===== src/rtl/ipi_pkg.sv =====
package ipi_pkg;
  typedef enum logic [1:0] {
    BOOT_RESET = 2'd0,
    BOOT_WAIT  = 2'd1,
    BOOT_RUN   = 2'd2
  } boot_e;

  localparam logic [2:0] DM_FIXED = 3'b000;
  localparam logic [2:0] DM_NMI   = 3'b100;
  localparam logic [2:0] DM_INIT  = 3'b101;
  localparam logic [2:0] DM_START = 3'b110;

  localparam logic [1:0] SH_DEST   = 2'd0;
  localparam logic [1:0] SH_SELF   = 2'd1;
  localparam logic [1:0] SH_ALL    = 2'd2;
  localparam logic [1:0] SH_OTHERS = 2'd3;

  localparam int unsigned PAGE_SHIFT = 12;
endpackage


===== src/rtl/ipi_target_sel.sv =====
module ipi_target_sel import ipi_pkg::*; #(
  parameter int unsigned NUM_CPU = 8,
  localparam int unsigned ID_W = (NUM_CPU > 1) ? $clog2(NUM_CPU) : 1
) (
  input  logic [1:0]         shorthand_i,
  input  logic [31:0]        dest_i,
  input  logic [ID_W-1:0]    sender_i,
  input  logic [NUM_CPU-1:0] active_i,
  output logic [NUM_CPU-1:0] mask_o
);
  for (genvar g = 0; g < NUM_CPU; g++) begin : g_cpu
    logic is_dest, is_self;
    assign is_dest = (dest_i == 32'(g));
    assign is_self = (sender_i == ID_W'(g));
    always_comb begin
      unique case (shorthand_i)
        SH_DEST:   mask_o[g] = is_dest;
        SH_SELF:   mask_o[g] = is_self;
        SH_ALL:    mask_o[g] = active_i[g];
        default:   mask_o[g] = active_i[g] & ~is_self;
      endcase
    end
  end
endmodule


===== src/rtl/ipi_boot_fsm.sv =====
module ipi_boot_fsm import ipi_pkg::*; #(
  parameter bit IS_BOOT = 1'b0
) (
  input  logic clk_i,
  input  logic rst_ni,
  input  logic init_i,
  input  logic start_i,
  output logic go_o
);
  boot_e state_q, state_d;

  assign go_o = start_i && (state_q == BOOT_WAIT);

  always_comb begin
    state_d = state_q;
    unique case (state_q)
      BOOT_RESET: if (init_i) state_d = BOOT_WAIT;
      BOOT_WAIT:  if (start_i) state_d = BOOT_RUN;
      default:    state_d = state_q;
    endcase
  end

  always_ff @(posedge clk_i or negedge rst_ni) begin
    if (!rst_ni) state_q <= IS_BOOT ? BOOT_RUN : BOOT_RESET;
    else         state_q <= state_d;
  end

  AST_RUN_ONLY_FROM_WAIT: assert property (@(posedge clk_i) disable iff (!rst_ni)
    (state_q == BOOT_RUN && $past(state_q) != BOOT_RUN) |-> $past(state_q) == BOOT_WAIT);
  AST_RUN_STICKY: assert property (@(posedge clk_i) disable iff (!rst_ni)
    ($past(state_q) == BOOT_RUN) |-> state_q == BOOT_RUN);
endmodule


===== src/rtl/ipi_serializer.sv =====
module ipi_serializer #(
  parameter int unsigned NUM_CPU = 8
) (
  input  logic               clk_i,
  input  logic               rst_ni,
  input  logic               load_i,
  input  logic [NUM_CPU-1:0] mask_i,
  output logic               busy_o,
  output logic [NUM_CPU-1:0] grant_o
);
  logic [NUM_CPU-1:0] pend_q;

  assign busy_o  = |pend_q;
  assign grant_o = pend_q & (~pend_q + NUM_CPU'(1));

  always_ff @(posedge clk_i or negedge rst_ni) begin
    if (!rst_ni)                pend_q <= '0;
    else if (load_i && !busy_o) pend_q <= mask_i;
    else                        pend_q <= pend_q & ~grant_o;
  end

  AST_GRANT_ONEHOT: assert property (@(posedge clk_i) disable iff (!rst_ni)
    $onehot0(grant_o));
  AST_DRAIN_ONE: assert property (@(posedge clk_i) disable iff (!rst_ni)
    busy_o |=> $countones(pend_q) == $past($countones(pend_q)) - 1);
endmodule


===== src/rtl/ipi_dispatch.sv =====
module ipi_dispatch import ipi_pkg::*; #(
  parameter int unsigned NUM_CPU = 8,
  localparam int unsigned ID_W = (NUM_CPU > 1) ? $clog2(NUM_CPU) : 1,
  localparam int unsigned VEC_W = 8,
  localparam int unsigned ADDR_W = VEC_W + PAGE_SHIFT
) (
  input  logic               clk_i,
  input  logic               rst_ni,
  input  logic               cmd_valid_i,
  input  logic [63:0]        cmd_i,
  input  logic [ID_W-1:0]    sender_i,
  input  logic               ext_mode_i,
  input  logic [NUM_CPU-1:0] active_i,
  output logic               busy_o,
  output logic [NUM_CPU-1:0] fixed_req_o,
  output logic [VEC_W-1:0]   fixed_vec_o,
  output logic [NUM_CPU-1:0] nmi_req_o,
  output logic               start_req_o,
  output logic [ID_W-1:0]    start_id_o,
  output logic [ADDR_W-1:0]  start_addr_o,
  output logic               unhandled_o
);
  logic [VEC_W-1:0] vec;
  logic [2:0]       mode;
  logic [1:0]       shorthand;
  logic             level;
  logic [31:0]      dest;
  logic             unused_bits;

  assign vec         = cmd_i[VEC_W-1:0];
  assign mode        = cmd_i[10:8];
  assign level       = cmd_i[14];
  assign shorthand   = cmd_i[19:18];
  assign dest        = ext_mode_i ? cmd_i[63:32] : {24'd0, cmd_i[63:56]};
  assign unused_bits = ^{cmd_i[13:11], cmd_i[17:15], cmd_i[31:20]};

  logic accept, is_deliver, is_init, is_start, mp_ok;
  logic [ID_W-1:0] dest_idx;

  assign accept     = cmd_valid_i && !busy_o;
  assign is_deliver = (mode == DM_FIXED) || (mode == DM_NMI);
  assign is_init    = (mode == DM_INIT);
  assign is_start   = (mode == DM_START);
  assign dest_idx   = dest[ID_W-1:0];
  assign mp_ok      = (sender_i == '0) && (dest != 32'd0) && (dest < 32'(NUM_CPU));

  // target set for fixed / nmi delivery
  logic [NUM_CPU-1:0] sel_mask, load_mask, grant;

  ipi_target_sel #(.NUM_CPU(NUM_CPU)) u_sel (
    .shorthand_i (shorthand),
    .dest_i      (dest),
    .sender_i    (sender_i),
    .active_i    (active_i),
    .mask_o      (sel_mask)
  );

  assign load_mask = is_deliver ? sel_mask : '0;

  ipi_serializer #(.NUM_CPU(NUM_CPU)) u_ser (
    .clk_i   (clk_i),
    .rst_ni  (rst_ni),
    .load_i  (accept),
    .mask_i  (load_mask),
    .busy_o  (busy_o),
    .grant_o (grant)
  );

  logic nmi_q;
  logic [VEC_W-1:0] vec_q;

  always_ff @(posedge clk_i or negedge rst_ni) begin
    if (!rst_ni) begin
      nmi_q <= 1'b0;
      vec_q <= '0;
    end else if (accept && is_deliver) begin
      nmi_q <= (mode == DM_NMI);
      vec_q <= vec;
    end
  end

  assign fixed_req_o = nmi_q ? '0 : grant;
  assign nmi_req_o   = nmi_q ? grant : '0;
  assign fixed_vec_o = vec_q;

  // per-processor boot state
  logic [NUM_CPU-1:0] init_hit, start_hit, go;

  for (genvar g = 0; g < NUM_CPU; g++) begin : g_boot
    assign init_hit[g]  = accept && is_init && level && mp_ok && (dest_idx == ID_W'(g));
    assign start_hit[g] = accept && is_start && mp_ok && (dest_idx == ID_W'(g));
    ipi_boot_fsm #(.IS_BOOT(g == 0)) u_fsm (
      .clk_i   (clk_i),
      .rst_ni  (rst_ni),
      .init_i  (init_hit[g]),
      .start_i (start_hit[g]),
      .go_o    (go[g])
    );
  end

  logic [ID_W-1:0] go_id;
  always_comb begin
    go_id = '0;
    for (int i = 0; i < NUM_CPU; i++) if (go[i]) go_id = ID_W'(i);
  end

  logic unh_d;
  always_comb begin
    if (!accept)       unh_d = 1'b0;
    else if (is_init)  unh_d = level && !mp_ok;
    else if (is_start) unh_d = !mp_ok;
    else               unh_d = !is_deliver;
  end

  always_ff @(posedge clk_i or negedge rst_ni) begin
    if (!rst_ni) begin
      start_req_o  <= 1'b0;
      start_id_o   <= '0;
      start_addr_o <= '0;
      unhandled_o  <= 1'b0;
    end else begin
      start_req_o <= |go;
      unhandled_o <= unh_d;
      if (|go) begin
        start_id_o   <= go_id;
        start_addr_o <= {vec, {PAGE_SHIFT{1'b0}}};
      end
    end
  end

  AST_START_ONLY_FROM_BOOT: assert property (@(posedge clk_i) disable iff (!rst_ni)
    start_req_o |-> ($past(sender_i) == '0 && $past(cmd_valid_i)));
  AST_UNH_AFTER_ACCEPT: assert property (@(posedge clk_i) disable iff (!rst_ni)
    unhandled_o |-> $past(cmd_valid_i && !busy_o));
  AST_START_NOT_UNH: assert property (@(posedge clk_i) disable iff (!rst_ni)
    !(start_req_o && unhandled_o));
  AST_ONE_REQ: assert property (@(posedge clk_i) disable iff (!rst_ni)
    $onehot0(fixed_req_o | nmi_req_o));
endmodule


===== config.mk =====
export PLATFORM = sky130hd
export DESIGN_NAME = ipi_dispatch
export DESIGN_NICKNAME = d
export VERILOG_FILES = /design/src/rtl/ipi_pkg.sv /design/src/rtl/ipi_target_sel.sv /design/src/rtl/ipi_boot_fsm.sv /design/src/rtl/ipi_serializer.sv /design/src/rtl/ipi_dispatch.sv
export SDC_FILE = /design/constraint.sdc
export NUM_CORES = 1
export LEC_CHECK = 0
export ABC_AREA = 1
export BUFFER_PORTS_ARGS = -buffer_cell sky130_fd_sc_hd__buf_2
export CELL_PAD_IN_SITES_DETAIL_PLACEMENT = 0
export CELL_PAD_IN_SITES_GLOBAL_PLACEMENT = 1
export CORE_MARGIN = 5
export CORE_UTILIZATION = 30
export CTS_CLUSTER_SIZE = 25
export DETAILED_ROUTE_END_ITERATION = 16
export PLACE_DENSITY = 0.79
export SYNTH_ARGS = -nofsm -noshare
export SYNTH_HDL_FRONTEND = slang
export SYNTH_SLANG_ARGS = --single-unit

===== constraint.sdc =====
create_clock -name clk_i -period 5.2 [get_ports clk_i]
set_input_delay 0.78 -clock clk_i [delete_from_list [all_inputs] [get_ports clk_i]]
set_output_delay 0.78 -clock clk_i [all_outputs]
set_load 0.02 [all_outputs]

==> metrics.cfg, run 1 <==
[floorplan]
die_area_mm2=0.01254
die_w_um=112.0
num_rows=37
floorplan.die.height_um=112.0
initial_core_util_pct=30.49
core_area_mm2=0.01023
io_pins=129

[timing]
relSlewSlack_pct=33.64
finalMaxSlewViolations=0
period_minus_slack_ps=2703
tns_ps=0
setup_viol=0
fin_worst_skew_ps=13.88
hold_slack_ps=475.8
worst_pin_slew_ps=995.4
grt_setup_unrepaired=no
min_period_over_period_pct=51.97
hold_viol_final=0
max_freq_mhz=370.0

[clocking]
cts-resized-gates=0
path_clk_slew_ps=100
cts.htree.levels=2
root_buffer=clkbuf_8
clock_path_buffers=2
cts_made_buffers=5
clk_latency_ps=300
cts_tree=yes
cts-hold-fix-buffers=0
clock_sink_count=44
cts_setup_buffers=0

[synth]
synth-edff-count=0
ys_types=39
syn_area_mm2=0.003119
synth_compound_area_share_pct=11.47
ys_seq_area_share_pct=35.30
synth_simple_gate_area_share_pct=40.95
netlist.area_leader.share_pct=35.30
synthAdderAreaFrac_pct=0
avgSynthCellArea_um2=6.978
ys_top_cells_by_count=nand2_1 (115), inv_1 (62), nor2_1 (61)
synth_top_area_cell=dfrtp_1
yosysMostFrequentCell=nand2_1
synth_mux_area_share_pct=0
synth_cells=447
ys_warn_count=0
synthTopCellsByArea=dfrtp_1 (35%), nand2_1 (14%), inv_1 (7.5%)
synth_top_family_by_area=simple AND/OR/NAND/NOR gates
synth-main-ff-cell=dfrtp_1
synth_seq_cells=44
synth_xor_area_share_pct=0
async_flop_share_pct=100.0

[critical_path]
cp-end-kind=register
crit_fanout=18
cp.required_ps=5400
cp-start-kind=register
arrival_ps=2900
r2r_cells=9
reg2reg_to=u_ser.pend_q[0]$_DFF_PN0_
rrSetupSlack_ps=2500
critical_path_class=register to register
reg2reg_from=u_ser.pend_q[0]$_DFF_PN0_

[job]
maxCapViolations=0

[route]
vias=3044
routed_wl_um=8694
drtIter0Drc=134
route.detailed.drc=0
wl_per_cell_um=12.69
dr.pass1.iters=4
final_antenna_net_count=0
avgViaCountPerCell=4.444

[global_routing]
grtUsageTotal_pct=13.69
antenna_found_initial=2
grt_pass1_vias=3077
grt_pass1_wl_um=14280
overflow=0
grt_start_max_net_pins=45

[power_and_ir_drop]
ir_worst_vdd_v=0.0001212
pwr_density_cell_mw_per_mm2=225.8
p_sw_w=0.0002872
p_seq_share_pct=44.4
power.total_w=0.0008616
internal_power_w=0.0005743
pwr-share-clk_pct=31.3
p_leak_nw=2.151
comb_power_share_pct=24.3
p_sw_share_pct=33.34

[placement]
dpl.hpwl_um=7027
portBuffers=98
place_congestion=0.7771

[finish]
num-fill-cells=1105
area_growth_pct=22.30
register_area_mm2=0.001101
nets=625
drive_gt1_share_pct=26.33
multiInputGateArea_mm2=0.001680
post-route-util_pct=37.29

[min_path]
min_to=fixed_vec_o[3]$_DFFE_PN0P_
hp-class=register to register
min_delay_path_depth=2
hold_path_startpoint=fixed_vec_o[3]$_DFFE_PN0P_

[status]
status=completed

[metrics by stage]
step	area, um^2	worst slack (ps)	std cells
after floorplan	3161	2975	458
after global placement	3694	2425	675
after detailed placement	3694	2350	675
after CTS	3810	2418	683
after global routing	3815	2198	685
final	3815	2497	685
[cells by family (layout without fill, tap and decap cells)]
group	after synthesis	after routing
flip-flops	44	44
AND/OR/NAND/NOR	263	263
buffers and inverters	84	173
AO/OA/AOI/OAI	55	55
other	1	14
[critical path: stages, from the launching register on]
cell and delay, ps:
dfrtp_1 430, inv_2 100, nand3_2 130, nor2_4 150, inv_2 70, nor2_4 90
nand2_2 90, nor2_2 620, clkinv_1 540, a211oi_1 370
[power groups by stage]
stage                     clock network (W)  logic [W]  registers [W]
after global routing               0.000289   0.000233       0.000387
final                              0.000270   0.000209       0.000383
after CTS                          0.000277   0.000213       0.000383
after detailed placement                  0   0.000212       0.000390
after floorplan                           0   0.000119       0.000406
after global placement                    0   0.000209       0.000388
[state kept, by name (all words and copies together) (netlist names)]
signal                count
start_req_o               1
fixed_vec_o               8
nmi_q                     1
start_id_o                3
u_ser.pend_q              8
unhandled_o               1
g_boot.u_fsm.state_q     14
start_addr_o              8
[cells in the final DEF (no fill, tap or decap), drive strengths merged]
cell,netlist,layout
a21oi,9,9
clkbuf,3,5
a21boi,1,1
conb,1,12
nand3,24,24
a32o,2,2
or2,2,2
nand3b,1,1
a211oi,1,1
nand2,126,126
o31ai,2,2
o22ai,2,2
nor3,20,20
nor3b,1,1
diode,0,2
buf,14,98
inv,66,66
nand4,18,18
nor2,71,71
clkinv,1,3
a31oi,1,1
dfrtp,44,44
o21ai,37,37
bufinv,0,1
[area by class of cell]
cell class,instances,share of cell area [%]
diodes,2,0.1312
clock inverters,3,1.246
repair buffers,98,12.86
multi-input cells,330,44.05
flip-flops and latches,44,28.86
inverters,67,6.592
well taps,136,4.460
clock buffers,5,1.804
[worst max path at each step]
| stage | start | to | slack (ps) |
|---|---|---|---|
| floorplan | ext_mode_i | start_id_o[1]$_DFFE_PN0P_ | 2970 |
| global placement | ext_mode_i | start_addr_o[16]$_DFFE_PN0P_ | 2420 |
| detailed placement | ext_mode_i | start_addr_o[16]$_DFFE_PN0P_ | 2350 |
| CTS | u_ser.pend_q[2]$_DFF_PN0_ | u_ser.pend_q[0]$_DFF_PN0_ | 2420 |
| global route | u_ser.pend_q[2]$_DFF_PN0_ | u_ser.pend_q[0]$_DFF_PN0_ | 2200 |
| finish | u_ser.pend_q[0]$_DFF_PN0_ | u_ser.pend_q[0]$_DFF_PN0_ | 2500 |
[per-layer routing]
metal,GRT usage [%],up-vias,routed length (um)
li1,-,1608,-
met1,17.66,1365,3906
met2,23.74,62,4271
met3,2.283,9,359
met4,3.606,0,157
met5,0,-,0
(Power assumes the default switching activity.)
==> run 2, diff against run 1 <==
==> constraint.sdc (replaced) <==
create_clock -name clk_i -period 2.82 [get_ports clk_i]
set_input_delay 0.423 -clock clk_i [delete_from_list [all_inputs] [get_ports clk_i]]
set_output_delay 0.423 -clock clk_i [all_outputs]
set_load 0.02 [all_outputs]
==> metrics.cfg, run 2 (same netlist as run 1, synthesis figures left out) <==
[finish]
nets=626
final_area_mm2=0.003819
layout_common_cells=nand2_1 (115), buf_2 (98), inv_1 (62)
final_common_cell=nand2_1
largest_reg_flops=14
largest_register=g_boot.u_fsm.state_q
drive_gt1_share_pct=26.46
area_growth_pct=22.42

[floorplan]
floorplan.die.height_um=112.0
die_w_um=112.0
die_area_mm2=0.01254
num_rows=37
core_area_mm2=0.01023
io_pins=129
initial_core_util_pct=30.49

[critical_path]
crit_fanout=4
cp.required_ps=2400
cp-start-kind=register
critical_path_class=register to output pin
arrival_ps=1810
cp-end-kind=output pin

[timing]
grt_setup_unrepaired=no
relSlewSlack_pct=32.15
fin_worst_skew_ps=11.38
hold_viol_final=0
worst_pin_slew_ps=1018
tns_ps=0
period_minus_slack_ps=2235
setup_viol=0
finalMaxSlewViolations=0
min_period_over_period_pct=79.26
max_freq_mhz=447.4

[placement]
portBuffers=98
dpl_cell_area_mm2=0.003701
dpl.hpwl_um=6991
place_congestion=0.8121

[route]
final_antenna_net_count=0
drtIter0Drc=108
routed_wl_um=8656
wl_per_cell_um=12.64
vias=3119
avgViaCountPerCell=4.553
route.detailed.drc=0
dr.pass1.iters=4

[power_and_ir_drop]
p_leak_nw=2.153
pwr_density_cell_mw_per_mm2=417.5
ir_worst_vdd_v=0.0002012

[clocking]
cts_tree=yes
cts_made_buffers=5
cts.htree.levels=2
clock_sink_count=44
clock_path_buffers=2
cts-hold-fix-buffers=0
root_buffer=clkbuf_8
path_clk_slew_ps=90
cts-resized-gates=0
cts_setup_buffers=0
clk_latency_ps=300

[global_routing]
grt_pass1_wl_um=14200
grt_pass1_vias=3084
grtUsageTotal_pct=13.54
overflow=0
grt_start_max_net_pins=45
antenna_found_initial=1

[min_path]
hp-class=primary input to asynchronous set/reset pin

[job]
maxCapViolations=0

[status]
status=completed

run 2: cell count changes in the layout (fill, tap and decap cells not counted), sizes merged:
cell,change
clkinvlp,+1
clkinv,-2
buf,+1
inv,+1
diode,-1
run 2: critical path, cell delays in order (launching register included):
cell and delay (ps):
dfrtp_1 390, inv_1 120, nand3_2 150, nor2_4 140
nand2_1 80, nor2_1 210, nand3_1 140, nor2_1 110
buf_2 170
run 2: metal layers:
layer	global-route usage, %	vias to the layer above	part of all wire, %	routed length [um]
met5	0	-	0	0
met4	3.686	0	1.2	103
met3	2.500	8	4.0	345
met2	23.22	75	49	4209
met1	17.49	1426	46	3997
li1	-	1610	-	-
run 2: cell type report:
type,instances,area [um^2]
antenna,1,2.502
clock buffer,5,68.82
clock inverter,3,46.29
fill,1098,6412
inverter,67,251.5
multi-input combinational,330,1680
sequential,44,1101
tap,136,170.2
timing repair buffer,99,498.0
run 2: metrics by stage:
step	util (%)	hold slack [ps]	std cells	worst slack, ps	total power (W)
6_report	37.32	279.6	685	584.9	0.001594
5_1_grt	37.32	337.3	685	435.0	0.001686
4_1_cts	37.30	325.9	684	559.6	0.001615
3_5_place_dp	36.17	456.4	676	386.0	0.001108
3_3_place_gp	36.17	452.1	676	443.3	0.001102
2_1_floorplan	-	127.4	458	951.7	0.0009684
run 2: path summary, 6_finish.rpt:
kind                       slack (ps)  cells after the start                                      to                  startpoint
max in group asynchronous        1890                      1  g_boot[7].u_fsm.state_q[0]$_DFFE_PN0P_                      rst_ni
min in group clk_i                330                      3            start_addr_o[15]$_DFFE_PN0P_                    cmd_i[3]
hold / removal                    280                      1                   unhandled_o$_DFF_PN0_                      rst_ni
setup reg to reg                  720                     12               start_id_o[1]$_DFFE_PN0P_   u_ser.pend_q[2]$_DFF_PN0_
setup / recovery                  580                      8                          fixed_req_o[7]   u_ser.pend_q[2]$_DFF_PN0_
hold reg to reg                   470                      2              fixed_vec_o[7]$_DFFE_PN0P_  fixed_vec_o[7]$_DFFE_PN0P_
run 2: report_power, final:
part           leakage [nW]  internal [W]  total [W]  switching, W
Sequential            0.552      0.000672   0.000706     0.0000335
Clock                0.0548      0.000267   0.000503      0.000235
Combinational          1.55      0.000121   0.000386      0.000265
==> run 3, diff against run 2 <==
--- a/config.mk
+++ b/config.mk
@@ -13,7 +13,7 @@
 export CORE_UTILIZATION = 30
 export CTS_CLUSTER_SIZE = 25
 export DETAILED_ROUTE_END_ITERATION = 16
-export PLACE_DENSITY = 0.79
+export PLACE_DENSITY = 0.82
 export SYNTH_ARGS = -nofsm -noshare
 export SYNTH_HDL_FRONTEND = slang
 export SYNTH_SLANG_ARGS = --single-unit
==> constraint.sdc (replaced) <==
create_clock -name clk_i -period 1.8 [get_ports clk_i]
set_input_delay 0.27 -clock clk_i [delete_from_list [all_inputs] [get_ports clk_i]]
set_output_delay 0.27 -clock clk_i [all_outputs]
set_load 0.02 [all_outputs]
==> metrics.cfg, run 3 (same netlist as run 1, synthesis figures left out) <==
[placement]
placedCellCount=722
place_congestion=0.8666
dpl_cell_area_mm2=0.004071
dpl.hpwl_um=7192
portBuffers=98
dp_slack_ps=-198.7

[route]
wl_per_cell_um=12.50
dr_wl_met2_um=4336
route.detailed.drc=0
vias=3394
final_antenna_net_count=0
dr.pass1.iters=4
met3_length_um=484
drtIter0Drc=155
avgViaCountPerCell=4.556
routed_wl_um=9316
highest_layer=met4
wl_met1_um=4293

[timing]
fin_worst_skew_ps=10.62
hold_viol_final=0
min_period_over_period_pct=101.7
finalMaxSlewViolations=0
setup_viol=8
max_freq_mhz=546.0
relSlewSlack_pct=62.65
worst_slack_ps=-31.44
worst_pin_slew_ps=560.2
period_minus_slack_ps=1831
grt_setup_unrepaired=yes

[critical_path]
rrSetupSlack_ps=-10
cp-start-kind=register
arrival_ps=1560
reg2reg_to=start_addr_o[15]$_DFFE_PN0P_
reg2reg_from=u_ser.pend_q[2]$_DFF_PN0_
cp-end-kind=output pin
cp.required_ps=1530
crit_fanout=4
r2r_cells=13
critical_path_class=register to output pin

[floorplan]
num_rows=37
initial_core_util_pct=30.49
floorplan.die.height_um=112.0
core_area_mm2=0.01023
die_area_mm2=0.01254
io_pins=129
die_w_um=112.0

[finish]
final_common_cell=nand2_1
final_area_mm2=0.004439
layout_common_cells=nand2_1 (108), buf_2 (91), inv_1 (59), buf_4 (59), nor2_1 (58)
antenna_cells=0
final_cells=745
nets=687
largest_reg_flops=14
area_growth_pct=42.32
largest_register=g_boot.u_fsm.state_q
drive_gt1_share_pct=36.95

[clocking]
cts.htree.levels=2
path_clk_slew_ps=100
clock_path_buffers=2
cts_tree=yes
clk_latency_ps=300
cts_made_buffers=5
clock_sink_count=44
root_buffer=clkbuf_8

[power_and_ir_drop]
p_leak_nw=2.472
pwr-share-clk_pct=29.2
p_sw_w=0.0008945
ir_worst_vdd_v=0.0003327
p_seq_share_pct=40.7
internal_power_w=0.001784
comb_power_share_pct=30.1
pwr_density_cell_mw_per_mm2=603.4
p_sw_share_pct=33.39

[global_routing]
grt_pass1_wl_um=15220
grt_start_max_net_pins=45
grtUsageTotal_pct=14.59
antenna_found_initial=0
grt_pass1_vias=3337
overflow=0

[job]
maxCapViolations=0

[min_path]
hp-class=primary input to asynchronous set/reset pin

[status]
violations=negative setup slack
status=finished, violations left

-- run 3: changes by cell type in the layout (fill, tap and decap cells not counted), moves of 4 or more --
cell / change
nand2_2: +4
buf_2: -7
buf_6: +4
buf_4: +58
nor3_1: -4
nand2_1: -7
-- run 3: worst max-delay path by stage --
| stage | cells past startpoint | slack, ps | endpoint | startpoint |
|---|---|---|---|---|
| CTS | 8 | -80 | fixed_req_o[7] | u_ser.pend_q[2]$_DFF_PN0_ |
| detailed placement | 14 | -200 | g_boot[1].u_fsm.state_q[0]$_DFFE_PN0P_ | ext_mode_i |
| floorplan | 13 | 60 | start_addr_o[12]$_DFFE_PN0P_ | u_ser.pend_q[0]$_DFF_PN0_ |
| finish | 8 | -30 | nmi_req_o[7] | u_ser.pend_q[2]$_DFF_PN0_ |
| global placement | 10 | -180 | start_addr_o[15]$_DFFE_PN0P_ | ext_mode_i |
| global route | 13 | -160 | start_addr_o[15]$_DFFE_PN0P_ | u_ser.pend_q[2]$_DFF_PN0_ |
-- run 3: per-layer routing --
layer | vias to the layer above | GRT usage [%]
li1 | 1741 | -
met1 | 1550 | 19.22
met2 | 87 | 23.46
met3 | 16 | 3.641
met4 | 0 | 4.808
met5 | - | 0
-- run 3: final cells by class --
cell class	instances	area, um^2
inverter	67	254.0
clock buffer	5	68.82
clock inverter	3	46.29
multi-input combinational	334	1815
sequential	44	1101
tap	136	170.2
timing repair buffer	156	983.4
fill	1059	5792
-- run 3: metrics by stage --
step	util [%]	TNS, ps	total power [W]	hold WS, ps
floorplan	-	0	0.001517	-25.59
global placement	39.79	-3521	0.001831	379.9
detailed placement	39.79	-3913	0.001842	396.0
CTS	42.29	-447.4	0.002666	63.22
global route	43.39	-2350	0.002820	108.2
finish	43.39	-113.0	0.002679	32.67
-- run 3: worst max-delay path, stage by stage (launching register included) --
cell and delay [ps]:
dfrtp_1 400, inv_2 90, nand3_4 90, nor2_4 130, nand2_2 90, nor2_4 130, nand3_2 90, nor2_1 100
buf_4 150
-- run 3: power by group through the flow --
stage	Clock (W)	Combinational, W	Sequential, W
after detailed placement	0	0.000736	0.00111
after global placement	0	0.000725	0.00111
after global routing	0.000833	0.000890	0.00110
after CTS	0.000802	0.000775	0.00109
after floorplan	0	0.000345	0.00117
final	0.000783	0.000806	0.00109
-- run 3: what timing repair did --
action | 4_1_cts | 5_1_grt
gates cloned | 4 | 0
gates resized for setup | 17 | 25
pin swaps | 10 | 10
hold buffers | 0 | 0
setup endpoints to repair | 31 | 42
setup buffers | 6 | 5
